<file path="src/rtl/sdc_pkg.sv">
package sdc_pkg;

  typedef enum logic [1:0] {
    RF_NONE = 2'd0,
    RF_R1   = 2'd1,
    RF_R2   = 2'd2,
    RF_R3   = 2'd3
  } rsp_fmt_e;

  typedef enum logic [1:0] {TX_IDLE, TX_INIT, TX_SEND} tx_st_e;
  typedef enum logic [1:0] {RX_IDLE, RX_TURN, RX_HUNT, RX_SHIFT} rx_st_e;
  typedef enum logic [1:0] {ST_IDLE, ST_TX, ST_RX, ST_BUSY} top_st_e;

  localparam int CMD_BITS   = 48;
  localparam int HDR_BITS   = 40;
  localparam int SHORT_BITS = 48;
  localparam int LONG_BITS  = 136;

  // one serial step of the 7-bit CRC, generator x^7 + x^3 + 1
  function automatic logic [6:0] crc7_step(input logic [6:0] c, input logic b);
    logic fb;
    fb = c[6] ^ b;
    return {c[5:0], 1'b0} ^ (fb ? 7'h09 : 7'h00);
  endfunction

endpackage

</file>
<file path="src/rtl/sdc_tx.sv">
module sdc_tx
  import sdc_pkg::*;
#(
  parameter int INIT_LEN = 80
) (
  input  logic        clk,
  input  logic        rst,
  input  logic        clr,
  input  logic        go,
  input  logic        init_en,
  input  logic [5:0]  index,
  input  logic [31:0] arg,
  output logic        line_out,
  output logic        line_oe,
  output logic        done
);
  localparam int CW = $clog2(INIT_LEN + CMD_BITS + 1);

  tx_st_e                st;
  logic [CW-1:0]         cnt;
  logic [HDR_BITS-1:0]   sr;
  logic [6:0]            crc;

  always_ff @(posedge clk) begin
    if (rst || clr) begin
      st       <= TX_IDLE;
      cnt      <= '0;
      sr       <= '0;
      crc      <= '0;
      line_out <= 1'b1;
      line_oe  <= 1'b0;
      done     <= 1'b0;
    end else begin
      done <= 1'b0;
      case (st)
        TX_IDLE: begin
          line_oe  <= 1'b0;
          line_out <= 1'b1;
          if (go) begin
            sr  <= {2'b01, index, arg};
            cnt <= '0;
            crc <= '0;
            st  <= init_en ? TX_INIT : TX_SEND;
          end
        end
        TX_INIT: begin
          line_oe  <= 1'b1;
          line_out <= 1'b1;
          if (cnt == CW'(INIT_LEN - 1)) begin
            cnt <= '0;
            st  <= TX_SEND;
          end else begin
            cnt <= cnt + 1'b1;
          end
        end
        TX_SEND: begin
          line_oe <= 1'b1;
          cnt     <= cnt + 1'b1;
          if (cnt < CW'(HDR_BITS)) begin
            line_out <= sr[HDR_BITS-1];
            sr       <= {sr[HDR_BITS-2:0], 1'b0};
            crc      <= crc7_step(crc, sr[HDR_BITS-1]);
          end else if (cnt < CW'(CMD_BITS - 1)) begin
            line_out <= crc[6];
            crc      <= {crc[5:0], 1'b0};
          end else begin
            line_out <= 1'b1;
            done     <= 1'b1;
            st       <= TX_IDLE;
          end
        end
        default: st <= TX_IDLE;
      endcase
    end
  end

  // the frame's final bit is a driven 1
  a_r1_end_bit_high: assert property (@(posedge clk) disable iff (rst)
    done |-> (line_out && line_oe));

  // once idle the line is released on the next cycle
  a_r3_idle_release: assert property (@(posedge clk) disable iff (rst)
    (st == TX_IDLE) |=> !line_oe);

endmodule

</file>
<file path="src/rtl/sdc_rx.sv">
module sdc_rx
  import sdc_pkg::*;
#(
  parameter int TURN   = 2,
  parameter int TOUT_W = 16
) (
  input  logic              clk,
  input  logic              rst,
  input  logic              clr,
  input  logic              arm,
  input  logic              long_rsp,
  input  logic              line_in,
  input  logic [TOUT_W-1:0] tout_lim,
  output logic              done,
  output logic              tout,
  output logic              crc_ok,
  output logic [127:0]      bits
);
  localparam int CW = $clog2(LONG_BITS + 1);

  rx_st_e               st;
  logic [CW-1:0]        cnt;
  logic [TOUT_W-1:0]    tmr;
  logic [LONG_BITS-1:0] sh;
  logic [6:0]           crc;
  logic                 islong;

  logic [CW-1:0] last_pos, crc_lo, crc_hi;
  logic          feed;

  always_comb begin
    last_pos = islong ? CW'(LONG_BITS - 1) : CW'(SHORT_BITS - 1);
    crc_lo   = islong ? CW'(8) : CW'(1);
    crc_hi   = last_pos - CW'(8);
    feed     = (cnt >= crc_lo) && (cnt <= crc_hi);
  end

  always_ff @(posedge clk) begin
    if (rst || clr) begin
      st     <= RX_IDLE;
      cnt    <= '0;
      tmr    <= '0;
      sh     <= '0;
      crc    <= '0;
      islong <= 1'b0;
      done   <= 1'b0;
      tout   <= 1'b0;
      crc_ok <= 1'b0;
    end else begin
      done <= 1'b0;
      tout <= 1'b0;
      case (st)
        RX_IDLE: begin
          if (arm) begin
            st     <= RX_TURN;
            cnt    <= '0;
            tmr    <= '0;
            crc    <= '0;
            islong <= long_rsp;
          end
        end
        RX_TURN: begin
          tmr <= tmr + 1'b1;
          if (cnt == CW'(TURN - 1)) begin
            cnt <= '0;
            st  <= RX_HUNT;
          end else begin
            cnt <= cnt + 1'b1;
          end
        end
        RX_HUNT: begin
          tmr <= tmr + 1'b1;
          if (!line_in) begin
            sh  <= '0;
            cnt <= CW'(1);
            st  <= RX_SHIFT;
          end else if (tmr >= tout_lim) begin
            tout <= 1'b1;
            st   <= RX_IDLE;
          end
        end
        RX_SHIFT: begin
          sh  <= {sh[LONG_BITS-2:0], line_in};
          cnt <= cnt + 1'b1;
          if (feed) crc <= crc7_step(crc, line_in);
          if (cnt == last_pos) begin
            done   <= 1'b1;
            crc_ok <= (crc == sh[6:0]);
            st     <= RX_IDLE;
          end
        end
        default: st <= RX_IDLE;
      endcase
    end
  end

  assign bits = sh[127:0];

  // a reply and a timeout are never reported together
  a_r7_excl_events: assert property (@(posedge clk) disable iff (rst)
    !(done && tout));

endmodule

</file>
<file path="src/rtl/sdcmd_engine.sv">
module sdcmd_engine
  import sdc_pkg::*;
#(
  parameter int              INIT_LEN = 80,
  parameter int              TURN     = 2,
  parameter int              TOUT_W   = 16,
  parameter logic [TOUT_W-1:0] TOUT_RST = TOUT_W'(16'h1FFF)
) (
  input  logic              clk,
  input  logic              rst,
  input  logic              soft_rst,
  input  logic              tout_we,
  input  logic [TOUT_W-1:0] tout_din,
  input  logic              start,
  input  logic [5:0]        cmd_index,
  input  logic [31:0]       cmd_arg,
  input  logic [1:0]        rsp_fmt,
  input  logic              busy_exp,
  input  logic              init_clk,
  input  logic              stat_rd,
  input  logic              cmd_in,
  input  logic              dat0_in,
  output logic              cmd_out,
  output logic              cmd_oe,
  output logic              active,
  output logic              busy,
  output logic              flg_done,
  output logic              flg_tout,
  output logic              flg_crc,
  output logic [31:0]       rsp0,
  output logic [31:0]       rsp1,
  output logic [31:0]       rsp2,
  output logic [31:0]       rsp3
);
  localparam int NWORDS = 4;

  top_st_e                st;
  rsp_fmt_e               fmt_q;
  logic                   bexp_q;
  logic [TOUT_W-1:0]      tout_lim;
  logic [NWORDS-1:0][31:0] rsp_q;

  logic         tx_go, tx_done, rx_arm;
  logic         rx_done, rx_tout, rx_crc_ok;
  logic [127:0] rx_bits;

  assign tx_go  = (st == ST_IDLE) && start && !soft_rst;
  assign rx_arm = (st == ST_TX) && tx_done && (fmt_q != RF_NONE);

  sdc_tx #(.INIT_LEN(INIT_LEN)) u_tx (
    .clk      (clk),
    .rst      (rst),
    .clr      (soft_rst),
    .go       (tx_go),
    .init_en  (init_clk),
    .index    (cmd_index),
    .arg      (cmd_arg),
    .line_out (cmd_out),
    .line_oe  (cmd_oe),
    .done     (tx_done)
  );

  sdc_rx #(.TURN(TURN), .TOUT_W(TOUT_W)) u_rx (
    .clk      (clk),
    .rst      (rst),
    .clr      (soft_rst),
    .arm      (rx_arm),
    .long_rsp (fmt_q == RF_R2),
    .line_in  (cmd_in),
    .tout_lim (tout_lim),
    .done     (rx_done),
    .tout     (rx_tout),
    .crc_ok   (rx_crc_ok),
    .bits     (rx_bits)
  );

  always_ff @(posedge clk) begin
    if (rst) begin
      tout_lim <= TOUT_RST;
    end else if (tout_we) begin
      tout_lim <= tout_din;
    end
  end

  always_ff @(posedge clk) begin
    if (rst || soft_rst) begin
      st       <= ST_IDLE;
      fmt_q    <= RF_NONE;
      bexp_q   <= 1'b0;
      flg_done <= 1'b0;
      flg_tout <= 1'b0;
      flg_crc  <= 1'b0;
      rsp_q    <= '0;
    end else begin
      if (stat_rd) begin
        flg_done <= 1'b0;
        flg_tout <= 1'b0;
        flg_crc  <= 1'b0;
      end
      case (st)
        ST_IDLE: begin
          if (start) begin
            fmt_q  <= rsp_fmt_e'(rsp_fmt);
            bexp_q <= busy_exp;
            st     <= ST_TX;
          end
        end
        ST_TX: begin
          if (tx_done) begin
            if (fmt_q == RF_NONE) begin
              flg_done <= 1'b1;
              st       <= ST_IDLE;
            end else begin
              st <= ST_RX;
            end
          end
        end
        ST_RX: begin
          if (rx_tout) begin
            flg_tout <= 1'b1;
            st       <= ST_IDLE;
          end else if (rx_done) begin
            flg_done <= 1'b1;
            if ((fmt_q != RF_R3) && !rx_crc_ok) flg_crc <= 1'b1;
            if (fmt_q == RF_R2) begin
              rsp_q <= rx_bits;
            end else begin
              rsp_q    <= '0;
              rsp_q[3] <= rx_bits[39:8];
            end
            st <= bexp_q ? ST_BUSY : ST_IDLE;
          end
        end
        ST_BUSY: begin
          if (dat0_in) st <= ST_IDLE;
        end
        default: st <= ST_IDLE;
      endcase
    end
  end

  assign active = (st != ST_IDLE);
  assign busy   = (st == ST_BUSY);
  assign rsp0   = rsp_q[0];
  assign rsp1   = rsp_q[1];
  assign rsp2   = rsp_q[2];
  assign rsp3   = rsp_q[3];

  // software reset idles the engine and clears the flags
  a_r11_soft_idle: assert property (@(posedge clk) disable iff (rst)
    soft_rst |=> (!active && !cmd_oe && !flg_done && !flg_tout && !flg_crc));

  // reading status while idle clears every flag
  a_r10_read_clears: assert property (@(posedge clk) disable iff (rst)
    (stat_rd && !active && !soft_rst) |=> (!flg_done && !flg_tout && !flg_crc));

  // busy only follows a freshly captured reply
  a_r9_busy_after_rsp: assert property (@(posedge clk) disable iff (rst)
    $rose(busy) |-> $past(rx_done));

  // a receiver timeout lands in the sticky flag and idles the engine
  a_r7_tout_flag: assert property (@(posedge clk) disable iff (rst || soft_rst)
    rx_tout |=> (flg_tout && !active));

endmodule

</file>
<file path="config.mk">
export PLATFORM = sky130hd
export DESIGN_NAME = sdcmd_engine
export DESIGN_NICKNAME = d
export VERILOG_FILES = /design/src/rtl/sdc_pkg.sv /design/src/rtl/sdc_tx.sv /design/src/rtl/sdc_rx.sv /design/src/rtl/sdcmd_engine.sv
export SDC_FILE = /design/constraint.sdc
export NUM_CORES = 1
export LEC_CHECK = 0
export ABC_AREA = 1
export ABC_CLOCK_PERIOD_IN_PS = 2100
export BUFFER_PORTS_ARGS = -buffer_cell sky130_fd_sc_hd__buf_2
export CAP_MARGIN = 20
export CORE_UTILIZATION = 53
export CTS_CLUSTER_SIZE = 16
export DETAILED_ROUTE_END_ITERATION = 10
export HOLD_SLACK_MARGIN = 0.12
export PLACE_DENSITY = 0.73
export SYNTH_ARGS = -nofsm -noshare
export SYNTH_HDL_FRONTEND = slang
export SYNTH_SLANG_ARGS = --single-unit
</file>
<file path="constraint.sdc">
create_clock -name clk -period 2.1 [get_ports clk]
set_clock_uncertainty 0.05 [all_clocks]
set_input_delay 0.21 -clock clk [delete_from_list [all_inputs] [get_ports clk]]
set_output_delay 0.21 -clock clk [all_outputs]
set_load 0.02 [all_outputs]
</file>
# After elaboration in Yosys (flattened, before gate mapping)
# Index checks and enable logic that the tools add are counted.
# totals
register_bits	377
in_bits	66
elab_cells	184
# op_classes
n_addsub	4
magnitude_cmp	5
bitwise_logic	9
n_mux	67
n_reduce_logical	42
eq_ne	30
# ops
cell	count
$mux W128	2
$pmux W128 S2	1
$mux W40	2
$pmux W40 S2	1
$mux W8	6
$mux W7	5
$mux W2	17
$pmux W16 S2	1
$pmux W8 S4	1
$pmux W7 S2	2
$pmux W8 S3	1
$mux W1	18
$add A16 B1 Y16 const B	1
$add A8 B1 Y8 const B	2
$ge A16 B16 Y1	1
$lt A8 B6 Y1 const B	2
$mux W16	1
$ne A2 B2 Y1 const B	8
$pmux W2 S4	2
$reduce_bool A2 Y1	8
$reduce_and A2 Y1	7
$xor A7 B7 Y7	2
$eq A2 B2 Y1 const B	6
$mux W4	3
other kinds (24)	57

# Depth between registers and ports, before layout
# depth
word_depth	6
mapped_depth	14

# Cells and area by module
# A second synthesis with hierarchy kept.
# unflattened
cells_unflattened	2231
area_unflattened_um2	16427.0
# by_module_without_submodules
mod	cells_each	seq_area_each_um2	area_each_um2	instances
sdc_rx	996	3303.2	7425.9	1
sdcmd_engine	780	3042.9	5992.0	1
sdc_tx	455	1201.2	3009.1	1

# Worst setup path before layout
# No wires, ideal clock.
# synth_path
path_kind	register to register
start	register u_rx.st[0]
end	register u_rx.tmr[7]
path_slack_ns	0.333
synth_period_minus_slack_ns	1.767
required_ns	1.931
setup_ns	0.119
arrival_ns	1.598
stages_incl_launch_ff	11
path_cell_list	dfxtp_1 > inv_1 > ha_1 > clkbuf_1 > nand2_1 > nand2_1 > nand2_1 > nor2_1 > nand2_1 > o21ai_0 > a21oi_1
# synth_between
elab_chain_cells	4
# synth_rtl
item	line	rtl
from (decl)	sdc_rx.sv:21	rx_st_e st;
from (signal assigned)	sdc_rx.sv:40	st <= RX_IDLE;
from (signal assigned)	sdc_rx.sv:55	st <= RX_TURN;
from (signal assigned)	sdc_rx.sv:66	st <= RX_HUNT;
$eq A2 B1 Y1 or $eq A2 B2 Y1 (tied branches)	sdc_rx.sv:52	case (st)
$reduce_or A2 Y1 (no line)	--	
$reduce_bool A2 Y1 (no line)	--	
$reduce_and A2 Y1 (no line)	--	
to (signal assigned)	sdc_rx.sv:63	tmr <= tmr + 1'b1;
to (signal assigned)	sdc_rx.sv:72	tmr <= tmr + 1'b1;
to (decl)	sdc_rx.sv:23	logic [TOUT_W-1:0] tmr;
# Parallel ways exist; a longest one is shown, timed or not.
# A chain may end at the register's enable or synchronous reset.

==> results.md <==
Run status:
- The run finished with clean final reports.

STA:
- For the pin with the worst max-slew slack, the measured transition is ~0.5 ns.
- The headroom to the max-slew limit is 0.6712.
- The share of the clock period used by the worst path is 0.9609.
- Final hold analysis gives a worst-case slack of around 0.19 ns.
- The total of endpoints with negative setup slack in the final report is 0.
- The post-route minimum period is 2.018 ns.
- Setup repair after global routing could not meet its margin everywhere.
- Timing would allow up to 495.6 MHz.
- The number of endpoints with negative hold slack in the final report is 0.
- The final-report max-slew violation count is 0.

Global routing:
- The first global-routing pass estimated 65.25 mm of wire.
- The number of global-route vias before repair came to 13,899.
- The initial antenna violation count is 0.
- The total overflow left after global routing is 0.
- For this run, the total global-route usage over all layers was measured as 0.2498.
- Entering global routing, the biggest net connects 81 pins.

Synthesis:
- Counting flops with an async set or reset pin after synthesis yields a share of 0.
- The warning count from the yosys run is 0.
- The number of instances in the synthesized netlist is 2,184.
- The flip-flop cell with the highest count after synthesis is sky130_fd_sc_hd__dfxtp_1.
- After synthesis the cells add up to 16,190 µm².
- By area the synthesized netlist is led by sky130_fd_sc_hd__dfxtp_1 (47%), sky130_fd_sc_hd__inv_1 (8.9%), sky130_fd_sc_hd__nand2_1 (7.2%), sky130_fd_sc_hd__nor2_1 (5.6%), sky130_fd_sc_hd__a21oi_1 (5.0%).
- The number of nets in the synthesized netlist is 2,288.
- Of the synthesized area, sequential elements account for 0.4662.
- Yosys mapped a number of flops with a built-in enable equal to 0.
- Each instance of the synthesized netlist takes up on average 7.413 µm².
- The share of the synthesized area in the top cell type is 0.4662.
- The synthesized design contains 377 register bits.
- The library cell with the largest summed area after synthesis is sky130_fd_sc_hd__dfxtp_1.
- The count of cell types in the netlist is 39.

Drt:
- The DRC violation count after routing is 0.
- In this run the remaining antenna-violating nets after routing total 0.
- Using the TritonRoute via totals, the vias-per-cell ratio works out to 5.208.
- The count of routing violations after the opening detailed-route iteration is 931.
- After detailed routing, the total wire length is 39.35 mm.
- The first detailed-routing pass took 5 iterations.
- The routed layout has 14,839 vias.
- The detail-routed net length per standard cell is 13.81 µm.

Setup path:
- STA puts the critical path data required time at 2.43 ns.
- The critical path start-end classification is in2reg.
- The number of cells traversed by the worst register-to-register path is 8.
- The worst-path cell with the longest stage delay is sky130_fd_sc_hd__dlygate4sd3_1.
- Walking the worst path, the cells encountered are dlygate4sd3_1 > buf_2 > a21oi_2 > dlygate4sd3_1 > o21ai_0 > dlygate4sd3_1.
- The register-to-register path setup slack is 0.16 ns.
- The arrival time of data at the critical path endpoint is 2.35 ns.
- In this run the worst path has a maximum fanout of 1.
- The worst setup path is launched from an input pin.
- The beginning of the worst register-to-register path is st[0].
- The worst setup path is captured at a register.
- The worst reg2reg path endpoint is rsp3[27].
- Among the stages of the critical path, the cell type that occurs most often is sky130_fd_sc_hd__dlygate4sd3_1.
- The worst stage delay on the critical path is roughly 0.63 ns.

Power and ir drop:
- The power per standard cell area is 773.9 nW/µm².
- The power consumption is 0.01540 W.
- Summed over all nets, the switching power comes to between 0.003 and 0.004 W.
- Of the total power, registers draw 0.473.
- The switching share of total power is 0.2170.
- The internal power is between 0.01 and 0.015 W.
- The relative contribution of the clock network to total power is 0.472.
- Of the total power, combinational logic draws 0.055.
- The leakage power figure is 7.924 nW.
- The worst voltage drop across the vdd grid is about 0.56 mV.

Clocking:
- The clock drives about 380 sinks.
- Once the clock tree was built, the setup fixing pass inserted 0 buffers.
- The longest clock path from root to sink contains 3 buffers.
- CTS built an H-tree with a depth of 2.
- The later pin in the worst-skew pair is clocked with a latency of approximately 0.52 ns.
- TritonCTS built the clock tree.
- The CTS root buffer is sky130_fd_sc_hd__clkbuf_16.
- Counting the buffers created by CTS gives between 40 and 50.
- After clock tree synthesis, the clock-pin slew on the worst setup and hold paths is approximately 0.060 ns.

Min path:
- The launch instance of the worst min-delay path is soft_rst.
- The path type of the worst min-delay path is in2reg.
- The worst hold path passes through 5 cells.
- The terminating pin of the worst hold path is u_rx.tmr[10].

Floorplan:
- In this run the horizontal extent of the chip is 176.8 µm.
- The die outline height is around 180 µm.
- The area of the die is 31,250 µm².
- For this design the top-level I/O count stands at ~200.
- The floorplan has 63 rows.
- The initial cell density of the core is 0.5419.
- The area of the core region is 29,870 µm².

Final layout:
- The most frequent standard cell in the layout excluding fill and tap cells is sky130_fd_sc_hd__inv_1.
- The area growth from synthesis to layout is 22.87%.
- The number of fillers in the final layout is 2,489.
- The final standard cell area without fillers is 19,890 µm².
- The proportion of layout cells with a drive suffix above 1 is 0.1383.
- Once layout is complete, the cells apart from fillers number 2,849.
- At the end of the flow, the number of nets in the layout was between 2,000 and 3,000.
- The library cells used most frequently in the layout, excluding fill and tap cells, are sky130_fd_sc_hd__inv_1 (382), sky130_fd_sc_hd__dfxtp_1 (377), sky130_fd_sc_hd__nand2_1 (309).
- The antenna cell count is 0.

Placement:
- Routability-driven placement finished with a final weighted congestion of 0.8699.
- The placed wire-length estimate is ~25 mm.
- The number of placed instances, taps included, is 2,685.
- The total cell area at the placement stage is 17,590 µm².
- The number of buffers inserted by port buffering is 200.

Job:
- Max-cap violations in this run came to 0.
-- through the flow --
stage	util	TNS, ns	setup WS, ns
floorplan	-	0	0.3329
CTS	0.6658	0	0.1641
detailed placement	0.5886	0	0.2060
global placement	0.5886	0	0.2964
global route	0.6659	-0.001066	-0.001066
finish	0.6659	0	0.08218
-- registers in the layout (all words and copies together), names as in the netlist, 2 cells and up --
name / count
fmt_q: 2
u_tx.crc: 7
rsp2: 32
u_tx.cnt: 8
tout_lim: 16
u_rx.tmr: 16
rsp0: 32
u_tx.st: 2
st: 2
u_rx.st: 2
rsp3: 32
u_rx.crc: 7
rsp1: 32
u_rx.sh: 128
u_rx.cnt: 8
u_tx.sr: 40
-- cell type report --
cell class / count / area (µm²) / area share
timing repair buffer: 333 / 2425 / 0.1219
clock buffer: 65 / 1297 / 0.06522
inverter: 390 / 1473 / 0.07402
multi-input combinational: 1285 / 6558 / 0.3296
tap: 390 / 488.0 / 0.02453
sequential: 377 / 7547 / 0.3794
clock inverter: 9 / 106.4 / 0.005346
-- timing repair --
item	in CTS	in global routing
resized for setup	0	1
endpoints found under the hold margin	64	0
endpoints found under the setup margin	0	2
hold buffers	90	0
-- worst max-delay path, delay by kind of cell --
| kind | cells | cell delay (ns) |
|---|---|---|
| AO/OA/AOI/OAI | 2 | 0.27 |
| buffers and inverters | 4 | 1.86 |
-- routing by layer --
metal / vias to the layer above / global-route usage / wire length [µm]
met1: 6827 / 0.3185 / 17610
met5: - / 0 / 0
li1: 7562 / - / -
met2: 366 / 0.4229 / 18570
met3: 84 / 0.04167 / 1902
met4: 0 / 0.09195 / 1259
-- logic make-up (layout without fill, tap and decap cells) --
logic type                 Yosys count  after routing  share of synthesized area
xor gates and xnor gates            13             13                   0.007033
muxes                                1              1                  0.0006183
adders and majority gates           38             38                    0.02937
DFF                                377            377                     0.4662
buffers and inverters              522            797                     0.1304
AOI/OAI and AO/OA                  490            490                     0.1751
and+or+nand+nor                    743            743                     0.1913
-- Yosys cell counts (5+ instances only) --
cell type,instances
sky130_fd_sc_hd__buf_2,59
sky130_fd_sc_hd__buf_1,5
sky130_fd_sc_hd__dfxtp_1,377
sky130_fd_sc_hd__buf_6,8
sky130_fd_sc_hd__ha_1,38
sky130_fd_sc_hd__buf_4,5
sky130_fd_sc_hd__nand2_2,7
sky130_fd_sc_hd__o21ai_0,97
sky130_fd_sc_hd__inv_2,7
sky130_fd_sc_hd__nand3_1,144
sky130_fd_sc_hd__inv_1,383
sky130_fd_sc_hd__o21ai_1,20
sky130_fd_sc_hd__clkbuf_1,55
sky130_fd_sc_hd__o221ai_1,33
sky130_fd_sc_hd__a31oi_1,39
sky130_fd_sc_hd__nor2_1,240
sky130_fd_sc_hd__nand4_1,15
sky130_fd_sc_hd__nor3_1,17
sky130_fd_sc_hd__o22ai_1,126
sky130_fd_sc_hd__a21oi_1,163
sky130_fd_sc_hd__xor2_1,9
sky130_fd_sc_hd__nand2_1,309
-- worst max-delay path by stage --
stage / start / to
5_1_grt: u_tx.st[0] / u_tx.sr[21]
2_1_floorplan: u_rx.st[0] / u_rx.tmr[7]
4_1_cts: st[0] / rsp3[27]
3_3_place_gp: st[0] / rsp0[6]
6_report: tout_din[3] / tout_lim[3]
3_5_place_dp: st[0] / rsp3[14]
-- power groups by stage --
stage                     clock [W]  combinational, W  sequential, W
after floorplan                   0          0.000515        0.00742
after global placement            0          0.000671        0.00743
after detailed placement          0          0.000689        0.00743
after CTS                   0.00741          0.000828        0.00728
after global routing        0.00773          0.000941        0.00728
final                       0.00727          0.000850        0.00728
No activity file was read; power rests on OpenSTA's default activity.
